[src/rtl/sd_fixdiv_pkg.sv]
package sd_fixdiv_pkg;

  // controller phases: waiting, digit iterations, final conversion
  typedef enum logic [1:0] {
    ST_IDLE = 2'd0,
    ST_RUN  = 2'd1,
    ST_FIX  = 2'd2
  } dstate_e;

endpackage

[src/rtl/sd_fixdiv_ctrl.sv]
module sd_fixdiv_ctrl
  import sd_fixdiv_pkg::*;
#(
  parameter int QW = 16
) (
  input  logic clk,
  input  logic rst_n,
  input  logic start,
  input  logic dz,
  output logic accept,
  output logic step_en,
  output logic finish,
  output logic busy,
  output logic done
);

  localparam int CW = $clog2(QW);
  localparam logic [CW-1:0] LAST = CW'(QW - 1);

  dstate_e        state;
  logic [CW-1:0]  cnt;

  always_comb begin
    accept  = start && (state == ST_IDLE);
    step_en = (state == ST_RUN);
    finish  = (state == ST_FIX);
    busy    = (state != ST_IDLE);
  end

  always_ff @(posedge clk or negedge rst_n) begin
    if (!rst_n) begin
      state <= ST_IDLE;
      cnt   <= '0;
      done  <= 1'b0;
    end else begin
      done <= 1'b0;
      unique case (state)
        ST_IDLE: begin
          if (accept) begin
            if (dz) begin
              done <= 1'b1;
            end else begin
              state <= ST_RUN;
              cnt   <= '0;
            end
          end
        end
        ST_RUN: begin
          cnt <= cnt + CW'(1);
          if (cnt == LAST) state <= ST_FIX;
        end
        ST_FIX: begin
          state <= ST_IDLE;
          done  <= 1'b1;
        end
        default: state <= ST_IDLE;
      endcase
    end
  end

endmodule

[src/rtl/sd_fixdiv_step.sv]
module sd_fixdiv_step #(
  parameter int RW = 10
) (
  input  logic [RW-1:0] rem_i,
  input  logic [RW-1:0] dvs_i,
  input  logic          xin_i,
  input  logic          uns_i,
  output logic [RW-1:0] rem_o,
  output logic          dig_o
);

  // one radix-2 step; returns {digit, next partial remainder}
  function automatic logic [RW:0] nr_step(input logic [RW-1:0] r,
                                          input logic [RW-1:0] d,
                                          input logic x,
                                          input logic u);
    logic [RW-1:0] sh;
    logic [RW-1:0] t;
    logic          q;
    sh = {r[RW-2:0], x};
    if (u) begin
      // plain binary digit: decided from the sign of the new remainder
      if (!r[RW-1]) t = sh - d;
      else          t = sh + d;
      q = ~t[RW-1];
    end else begin
      // signed digit: +1 when signs agree (subtract), -1 otherwise (add)
      if (r[RW-1] == d[RW-1]) begin
        t = sh - d;
        q = 1'b1;
      end else begin
        t = sh + d;
        q = 1'b0;
      end
    end
    return {q, t};
  endfunction

  logic [RW:0] res;

  always_comb begin
    res   = nr_step(rem_i, dvs_i, xin_i, uns_i);
    dig_o = res[RW];
    rem_o = res[RW-1:0];
  end

endmodule

[src/rtl/sd_fixdiv_fix.sv]
module sd_fixdiv_fix #(
  parameter int DW = 8,
  parameter int QW = 16,
  parameter int RW = 10
) (
  input  logic [RW-1:0] rem_i,
  input  logic [QW-1:0] dig_i,
  input  logic [RW-1:0] dvs_i,
  input  logic          uns_i,
  input  logic          xneg_i,
  output logic [QW-1:0] q_o,
  output logic [DW-1:0] r_o
);

  localparam int XW = QW + 2;

  // digits d_i in {-1,+1} stored as b_i: value = 2B + 1 - 2^QW
  function automatic logic [XW-1:0] sd_to_tc(input logic [QW-1:0] b);
    return {1'b0, b, 1'b1} - (XW'(1) << QW);
  endfunction

  logic [XW-1:0] qsd;
  logic [XW-1:0] q_full;
  logic [RW-1:0] r_full;
  logic [RW-1:0] neg_abs_d;
  logic          r_neg;
  logic          r_nz;
  logic          wrong_sign;
  logic          at_bound;
  logic          need_fix;

  always_comb begin
    qsd        = sd_to_tc(dig_i);
    r_neg      = rem_i[RW-1];
    r_nz       = |rem_i;
    neg_abs_d  = dvs_i[RW-1] ? dvs_i : (~dvs_i + RW'(1));
    wrong_sign = r_nz && (r_neg != xneg_i);
    at_bound   = (rem_i == neg_abs_d);
    need_fix   = wrong_sign || at_bound;

    if (uns_i) begin
      q_full = {2'b00, dig_i};
      r_full = r_neg ? (rem_i + dvs_i) : rem_i;
    end else if (need_fix && (r_neg == dvs_i[RW-1])) begin
      q_full = qsd + XW'(1);
      r_full = rem_i - dvs_i;
    end else if (need_fix) begin
      q_full = qsd - XW'(1);
      r_full = rem_i + dvs_i;
    end else begin
      q_full = qsd;
      r_full = rem_i;
    end

    q_o = q_full[QW-1:0];
    r_o = r_full[DW-1:0];
  end

endmodule

[src/rtl/sd_fixdiv.sv]
module sd_fixdiv #(
  parameter int DW = 8
) (
  input  logic              clk,
  input  logic              rst_n,
  input  logic              start,
  input  logic              is_unsigned,
  input  logic              recip,
  input  logic [DW-1:0]     dividend,
  input  logic [DW-1:0]     divisor,
  output logic              busy,
  output logic              done,
  output logic [2*DW-1:0]   quotient,
  output logic [DW-1:0]     remainder,
  output logic              div_by_zero
);

  localparam int QW = 2 * DW;
  localparam int RW = DW + 2;

  // control events
  logic accept;
  logic step_en;
  logic finish;
  logic dz_in;

  // latched operation
  logic          op_uns;
  logic          op_xneg;
  logic [RW-1:0] op_dvs;
  logic [RW-1:0] part_rem;
  logic [QW-1:0] xq_sh;     // dividend bits leave at the top, digits enter at the bottom

  // datapath results
  logic [DW-1:0] opnd;
  logic [RW-1:0] rem_nx;
  logic          step_dig;
  logic [QW-1:0] fix_q;
  logic [DW-1:0] fix_r;

  // result registers
  logic [QW-1:0] q_r;
  logic [DW-1:0] r_r;
  logic          z_r;

  always_comb begin
    dz_in = (divisor == '0);
    opnd  = recip ? DW'(1) : dividend;
  end

  sd_fixdiv_ctrl #(.QW(QW)) u_ctrl (
    .clk     (clk),
    .rst_n   (rst_n),
    .start   (start),
    .dz      (dz_in),
    .accept  (accept),
    .step_en (step_en),
    .finish  (finish),
    .busy    (busy),
    .done    (done)
  );

  sd_fixdiv_step #(.RW(RW)) u_step (
    .rem_i (part_rem),
    .dvs_i (op_dvs),
    .xin_i (xq_sh[QW-1]),
    .uns_i (op_uns),
    .rem_o (rem_nx),
    .dig_o (step_dig)
  );

  sd_fixdiv_fix #(.DW(DW), .QW(QW), .RW(RW)) u_fix (
    .rem_i  (part_rem),
    .dig_i  (xq_sh),
    .dvs_i  (op_dvs),
    .uns_i  (op_uns),
    .xneg_i (op_xneg),
    .q_o    (fix_q),
    .r_o    (fix_r)
  );

  always_ff @(posedge clk or negedge rst_n) begin
    if (!rst_n) begin
      op_uns   <= 1'b0;
      op_xneg  <= 1'b0;
      op_dvs   <= '0;
      part_rem <= '0;
      xq_sh    <= '0;
    end else if (accept) begin
      op_uns   <= is_unsigned;
      op_xneg  <= !is_unsigned && opnd[DW-1];
      op_dvs   <= is_unsigned ? {2'b00, divisor} : {{2{divisor[DW-1]}}, divisor};
      part_rem <= (!is_unsigned && opnd[DW-1]) ? '1 : '0;
      xq_sh    <= {opnd, {DW{1'b0}}};
    end else if (step_en) begin
      part_rem <= rem_nx;
      xq_sh    <= {xq_sh[QW-2:0], step_dig};
    end
  end

  always_ff @(posedge clk or negedge rst_n) begin
    if (!rst_n) begin
      q_r <= '0;
      r_r <= '0;
      z_r <= 1'b0;
    end else if (accept && dz_in) begin
      q_r <= '0;
      r_r <= '0;
      z_r <= 1'b1;
    end else if (finish) begin
      q_r <= fix_q;
      r_r <= fix_r;
      z_r <= 1'b0;
    end
  end

  always_comb begin
    quotient    = q_r;
    remainder   = r_r;
    div_by_zero = z_r;
  end

endmodule

[config.mk]
export PLATFORM = sky130hd
export DESIGN_NAME = sd_fixdiv
export DESIGN_NICKNAME = d
export VERILOG_FILES = /design/src/rtl/sd_fixdiv_pkg.sv /design/src/rtl/sd_fixdiv_ctrl.sv /design/src/rtl/sd_fixdiv_step.sv /design/src/rtl/sd_fixdiv_fix.sv /design/src/rtl/sd_fixdiv.sv
export SDC_FILE = /design/constraint.sdc
export NUM_CORES = 1
export LEC_CHECK = 0
export CAP_MARGIN = 40
export CORE_AREA = 2 2 98 100
export DETAILED_ROUTE_END_ITERATION = 8
export DIE_AREA = 0 0 100 102
export GPL_TIMING_DRIVEN = 0
export PLACE_DENSITY = 0.8
export SLEW_MARGIN = 20
export SYNTH_ARGS = -nofsm -noshare
export SYNTH_HDL_FRONTEND = slang
export SYNTH_SLANG_ARGS = --single-unit
[constraint.sdc]
create_clock -name clk -period 3.3 [get_ports clk]
set_input_delay 0.66 -clock clk [delete_from_list [all_inputs] [get_ports clk]]
set_output_delay 0.66 -clock clk [all_outputs]
set_load 0.02 [all_outputs]
# Yosys cells after proc, flatten, opt, wreduce, memory -nomap -nowiden
# Index checks and enable logic that the tools add are counted.
[classes]
addsub = 9
n_eq_ne = 9
n_mux = 37
bitwise = 2
n_reduce_logical = 16
[op_table]
columns = ["cell", "n"]
rows = [
  ["$mux 16", 7],
  ["$mux 10", 9],
  ["$mux 8", 7],
  ["$sub 16x1->16 const B", 2],
  ["$add 16x1->16 const B", 1],
  ["$add 10x1->10 const B", 1],
  ["$add 10x10->10", 1],
  ["$eq 10x10->1", 1],
  ["$not 10->10", 1],
  ["$reduce_or 10->1", 1],
  ["$sub 10x10->10", 1],
  ["$add 8x8->8", 1],
  ["$logic_not 8->1", 1],
  ["$mux 4", 2],
  ["$pmux 4 s2", 1],
  ["$reduce_bool 2->1", 4],
  ["$sub 8x8->8", 1],
  ["$mux 1", 6],
  ["$mux 2", 3],
  ["$reduce_and 3->1", 2],
  ["$logic_and 1x1->1", 5],
  ["$add 4x1->4 const B", 1],
  ["$eq 4x4->1 const B", 1],
  ["$ne 2x2->1 const B", 2],
  ["other kinds (11)", 11],
]
[totals]
ff_bits = 70
input_bits = 21
output_inout_bits = 27
elab_cells = 84

# Depth between registers and ports, before layout
[logic_depth]
ltp_word = 10
depth_mapped = 12

# Hierarchy
# From an unflattened synthesis, not the netlist that was laid out.
[hier_totals]
hier_cells = 655
area_unflattened_um2 = 5855.6
[by_module_without_submodules]
columns = ["module", "instances", "cells_per_inst", "area_each_um2", "seq_area_each_um2"]
rows = [
  ["sd_fixdiv", 1, 217, 2717.6, 1551.5],
  ["sd_fixdiv_fix", 1, 263, 1778.0, 0.0],
  ["sd_fixdiv_step", 1, 147, 1021.0, 0.0],
  ["sd_fixdiv_ctrl", 1, 28, 339.1, 175.2],
]

# Worst setup path before layout
# No wires, ideal clock.
[synth_path]
kind = "register to register"
start = "register op_dvs[1]"
end = "register part_rem[9]"
setup_ns = 0.138
t_arrival_ns = 2.672
setup_slack_ns = 0.491
path_stages_with_launch = 11
synth_period_minus_slack_ns = 2.809
path_cell_list = "dfrtp_1 -> inv_1 -> ha_1 -> nand2b_1 -> a221oi_1 -> o21ai_0 -> or4_1 -> a32o_1 -> xnor2_1 -> a32oi_1 -> a31oi_1"
[synth_via]
elab_chain_cells = 6
elab_cells_between_ends = 8
classes_between = "2 x add/sub; 6 x mux"
[synth_rtl]
columns = ["element", "line", "source"]
rows = [
  ["start, declared", "sd_fixdiv.sv:30", "logic [RW-1:0] op_dvs;"],
  ["start signal, assigned", "sd_fixdiv.sv:92", "op_dvs <= is_unsigned ? {2'b00, divisor} : {{2{divisor[DW-1]}}, divisor};"],
  ["$sub 10x10->10 / $add 10x10->10 (equally long branches)", "--", ""],
  ["$mux 10", "sd_fixdiv_step.sv:23", "if (!r[RW-1]) t = sh - d;"],
  ["$mux 10", "sd_fixdiv_step.sv:21", "if (u) begin"],
  ["$mux 10 *", "sd_fixdiv_step.sv:21", ""],
  ["$mux 10 *", "sd_fixdiv.sv:95", "end else if (step_en) begin"],
  ["$mux 10 *", "sd_fixdiv.sv:89", "end else if (accept) begin"],
  ["end signal, assigned", "sd_fixdiv.sv:93", "part_rem <= (!is_unsigned && opnd[DW-1]) ? '1 : '0;"],
  ["end signal, assigned", "sd_fixdiv.sv:96", "part_rem <= rem_nx;"],
  ["end, declared", "sd_fixdiv.sv:31", "logic [RW-1:0] part_rem;"],
]
# Mark *: on every way between the ends. The rest lies on a longest branch, timed or not. The select of a mux whose other input is x is not followed.
# A chain may end at the register's enable or synchronous reset.

# Worst setup path after layout
[layout_path]
start = "register part_rem[0]"
end = "register r_r[6], in the netlist remainder[6]"
[layout_via]
elab_chain_cells = 8
elab_cells_between_ends = 13
classes_between = "2 x add/sub; 1 x eq/ne; 6 x mux; 4 x reduce/logical"
[layout_rtl]
columns = ["element", "line", "source"]
rows = [
  ["branches (longest 5 deep; another with $add 8x8->8)", "--", ""],
  ["$mux 8 *", "sd_fixdiv_fix.sv:41", "if (uns_i) begin"],
  ["$mux 8 *", "sd_fixdiv.sv:110", "end else if (finish) begin"],
  ["$mux 8 *", "sd_fixdiv.sv:106", "end else if (accept && dz_in) begin"],
  ["end signal, assigned", "sd_fixdiv.sv:112", "r_r <= fix_r;"],
  ["end, declared", "sd_fixdiv.sv:43", "logic [DW-1:0] r_r;"],
]
# Mark *: on every way between the ends. The select of a mux whose other input is x is not followed.

==> run metrics <==
Mapped Area 5290 sq um; Hold-fix buffers, CTS 0; layout cells sized above 1 6.21%; largest net degree at the start of global routing 53; Slew @ Worst Pin between 700 and 800 ps; Hold Path Class in2async; Critical Path AT around 3400 ps; top cell type's share of synthesized area approximately a third; wire length per cell about 20 um; Post-Syn Area per Cell roughly 8.3 sq um; VDD IR-drop max ~0.70 mV; first-pass GRT wire length around 26,000 um; Std-Cell Rows 35; Yosys warning count 0; final setup TNS 0 ps; Worst Setup SP part_rem[0]$_DFFE_PN0P_; Core Region about 9000 sq um; Final HPWL DP roughly 12,000 um; power per standard cell area 1300 nW/um^2; Routed WL between 15,000 and 20,000 um; Top delay family on crit path compound AO/OA/AOI/OAI gates; Finish-stage setup viols 0; Bufs on Longest Clock Path 2; antenna violations before repair 0; synth unique cells 57; CP most frequent cell inv_1; post-route ant nets 0; Hold Slack 178 ps; max incr delay on CP between 500 and 600 ps; final core occ 68.3%; vias in the first global route between 5,000 and 6,000; IO Port Bufs 47; kind of end point of the critical path flop; Synth top cells by count 69 x dfrtp_1, 55 x nand2_1, 49 x nor2_1; Slowest cell on crit path dfrtp_1; clk_lat worst skew 350 ps; htree depth 3; Die Ht roughly 100 um; Post-synth top flop dfrtp_1; antenna cells 0; f_max about 0.31 GHz; Final period util 96.3%; routability cong. 0.957; area leader, netlist dfrtp_1; Initial Util between 50 and 60%; Synth area leaders dfrtp_1 33%, ha_1 8.3%, a21oi_1 4.3%; number of synthesized register bits 69; max-cap violations 0; placed cell area 5940 sq um; total track usage 32.4%; TritonCTS Buffers 9; FFs w/ async S/R, synth 100%; Cells after Synth around 640; Crit Path Max Fanout 7; Final Hold Violating Endpoints 0; Worst-path clk slew around 90 ps; Min Clock Period, post-route around 3200 ps; die footprint about 10,000 sq um; drc violations 0; WP data required around 3500 ps; Vias/cell ~6.5; I/O Pins 48; gr ovfl total 0; fillers around 750; clock skew approximately 15 ps; RR Startpoint part_rem[0]$_DFFE_PN0P_; Final Cell Area slightly above 6000 sq um; P&R area growth vs syn 17.5%; routed via count between 5,000 and 6,000; Iter 0 DRT Violations 559; post-synthesis sequential area ratio between 30% and 40%; worst path bufs/invs 2; Root Buffer clkbuf_8; nets@finish between 700 and 800; status completed; critical path launch point type flop; Slew headroom 51.0%; RSZ-0062 raised after global routing no; top-count cell post-synth dfrtp_1; number of synthesized flops with an enable pin 0; P_leak about 0.0026 uW; CTS tree done; clock net sink count 69; syn_nets just under 700; width of the die 100 um; Slew Limit Fails 0; crit path kind reg2reg; worst path cell trace inv_1 > ha_1 > inv_1 > fa_1 > a21o_1 > a21oi_1 > o21bai_1 > o211ai_1 > a32o_1 > o21ai_0 > mux2_2 > a221o_1; drt first pass iters 5
## cells in the final DEF (no fill, tap or decap), types with 5 or more instances in the layout
cell type and count:
a22o_1 8, a21o_1 5, xor2_1 14, clkbuf_8 10, or4_1 5, dfrtp_1 67, ha_1 35, a21oi_1 46
nand3_1 27, o211ai_1 7, nand2b_1 10, buf_4 5, nor3b_1 6, nor4_1 9, a31oi_1 15, nor3_1 21
a211oi_1 11, clkdlybuf4s50_1 46, a222oi_1 7, buf_2 7, nor2b_1 8, o21ai_0 40, nand2_1 55, mux2i_1 13
clkbuf_1 35, and3_1 11, nor2_1 49, xnor2_1 26, inv_1 33
## logic make-up (layout without fill, tap and decap cells)
logic type                 after synthesis  in the layout  synth area share [%]
AOI/OAI and AO/OA                      179            179                  22.2
xor gates and xnor gates                40             40                  6.62
adders and majority gates               39             39                  9.78
buffers and inverters                   76            149                  5.48
DFF                                     69             69                  32.6
muxes                                   17             17                  3.31
and+or+nand+nor                        216            216                  20.0
## stage by stage
step / cells / setup slack [ps] / total power [uW]
3_5_place_dp: 797 / -92.9 / 7080
5_1_grt: 820 / 11.7 / 8690
2_1_floorplan: 636 / 491 / 5570
3_3_place_gp: 794 / -813 / 6900
4_1_cts: 812 / 12.7 / 7820
6_report: 820 / 123 / 8080
## repair_timing
action,4_1_cts,5_1_grt
resized for setup,1,7
setup endpoints to repair,2,6
setup buffers,0,4
pin swaps,0,0
## per-layer routing
| metal | track usage [%] | up-vias | share of wire [%] |
|---|---|---|---|
| met5 | 0 | - | 0 |
| met4 | 13.3 | 0 | 2.8 |
| met3 | 3.63 | 50 | 7.7 |
| met2 | 54.5 | 327 | 48 |
| met1 | 43.1 | 2505 | 41 |
| li1 | - | 2437 | - |
## flip-flops by register name (all words and copies together), names as in the netlist
name and flops:
xq_sh 16, u_ctrl.state 2, op_dvs 9, op_uns 1, u_ctrl.cnt 4, part_rem 10
quotient 16, u_ctrl.done 1, div_by_zero 1, op_xneg 1, remainder 8
## path summary, 6_finish.rpt
check	endpoint	slack (ps)	depth (start not counted)
setup / recovery	remainder[6]$_DFFE_PN0P_	120	12
hold / removal	op_dvs[1]$_DFFE_PN0P_	180	1
setup reg to reg	remainder[6]$_DFFE_PN0P_	120	12
hold reg to reg	remainder[2]$_DFFE_PN0P_	470	2
max in group asynchronous	part_rem[8]$_DFFE_PN0P_	2570	2
min in group clk	remainder[2]$_DFFE_PN0P_	470	2
## cell type report
class	instances	area, sq um	area share (%)
well taps	111	139	2.23
inverters	34	131	2.11
flip-flops and latches	69	1730	27.8
clock buffers	10	138	2.21
clock inverters	5	60.1	0.965
multi-input cells	491	3300	53.0
repair buffers	58	566	9.09
plain buffers	42	164	2.63
## power by group
part | total [uW] | internal [uW] | switching (uW)
logic | 5580 | 2380 | 3200
registers | 1780 | 1260 | 518
clock network | 722 | 369 | 353
No activity file was read; power rests on OpenSTA's default activity.
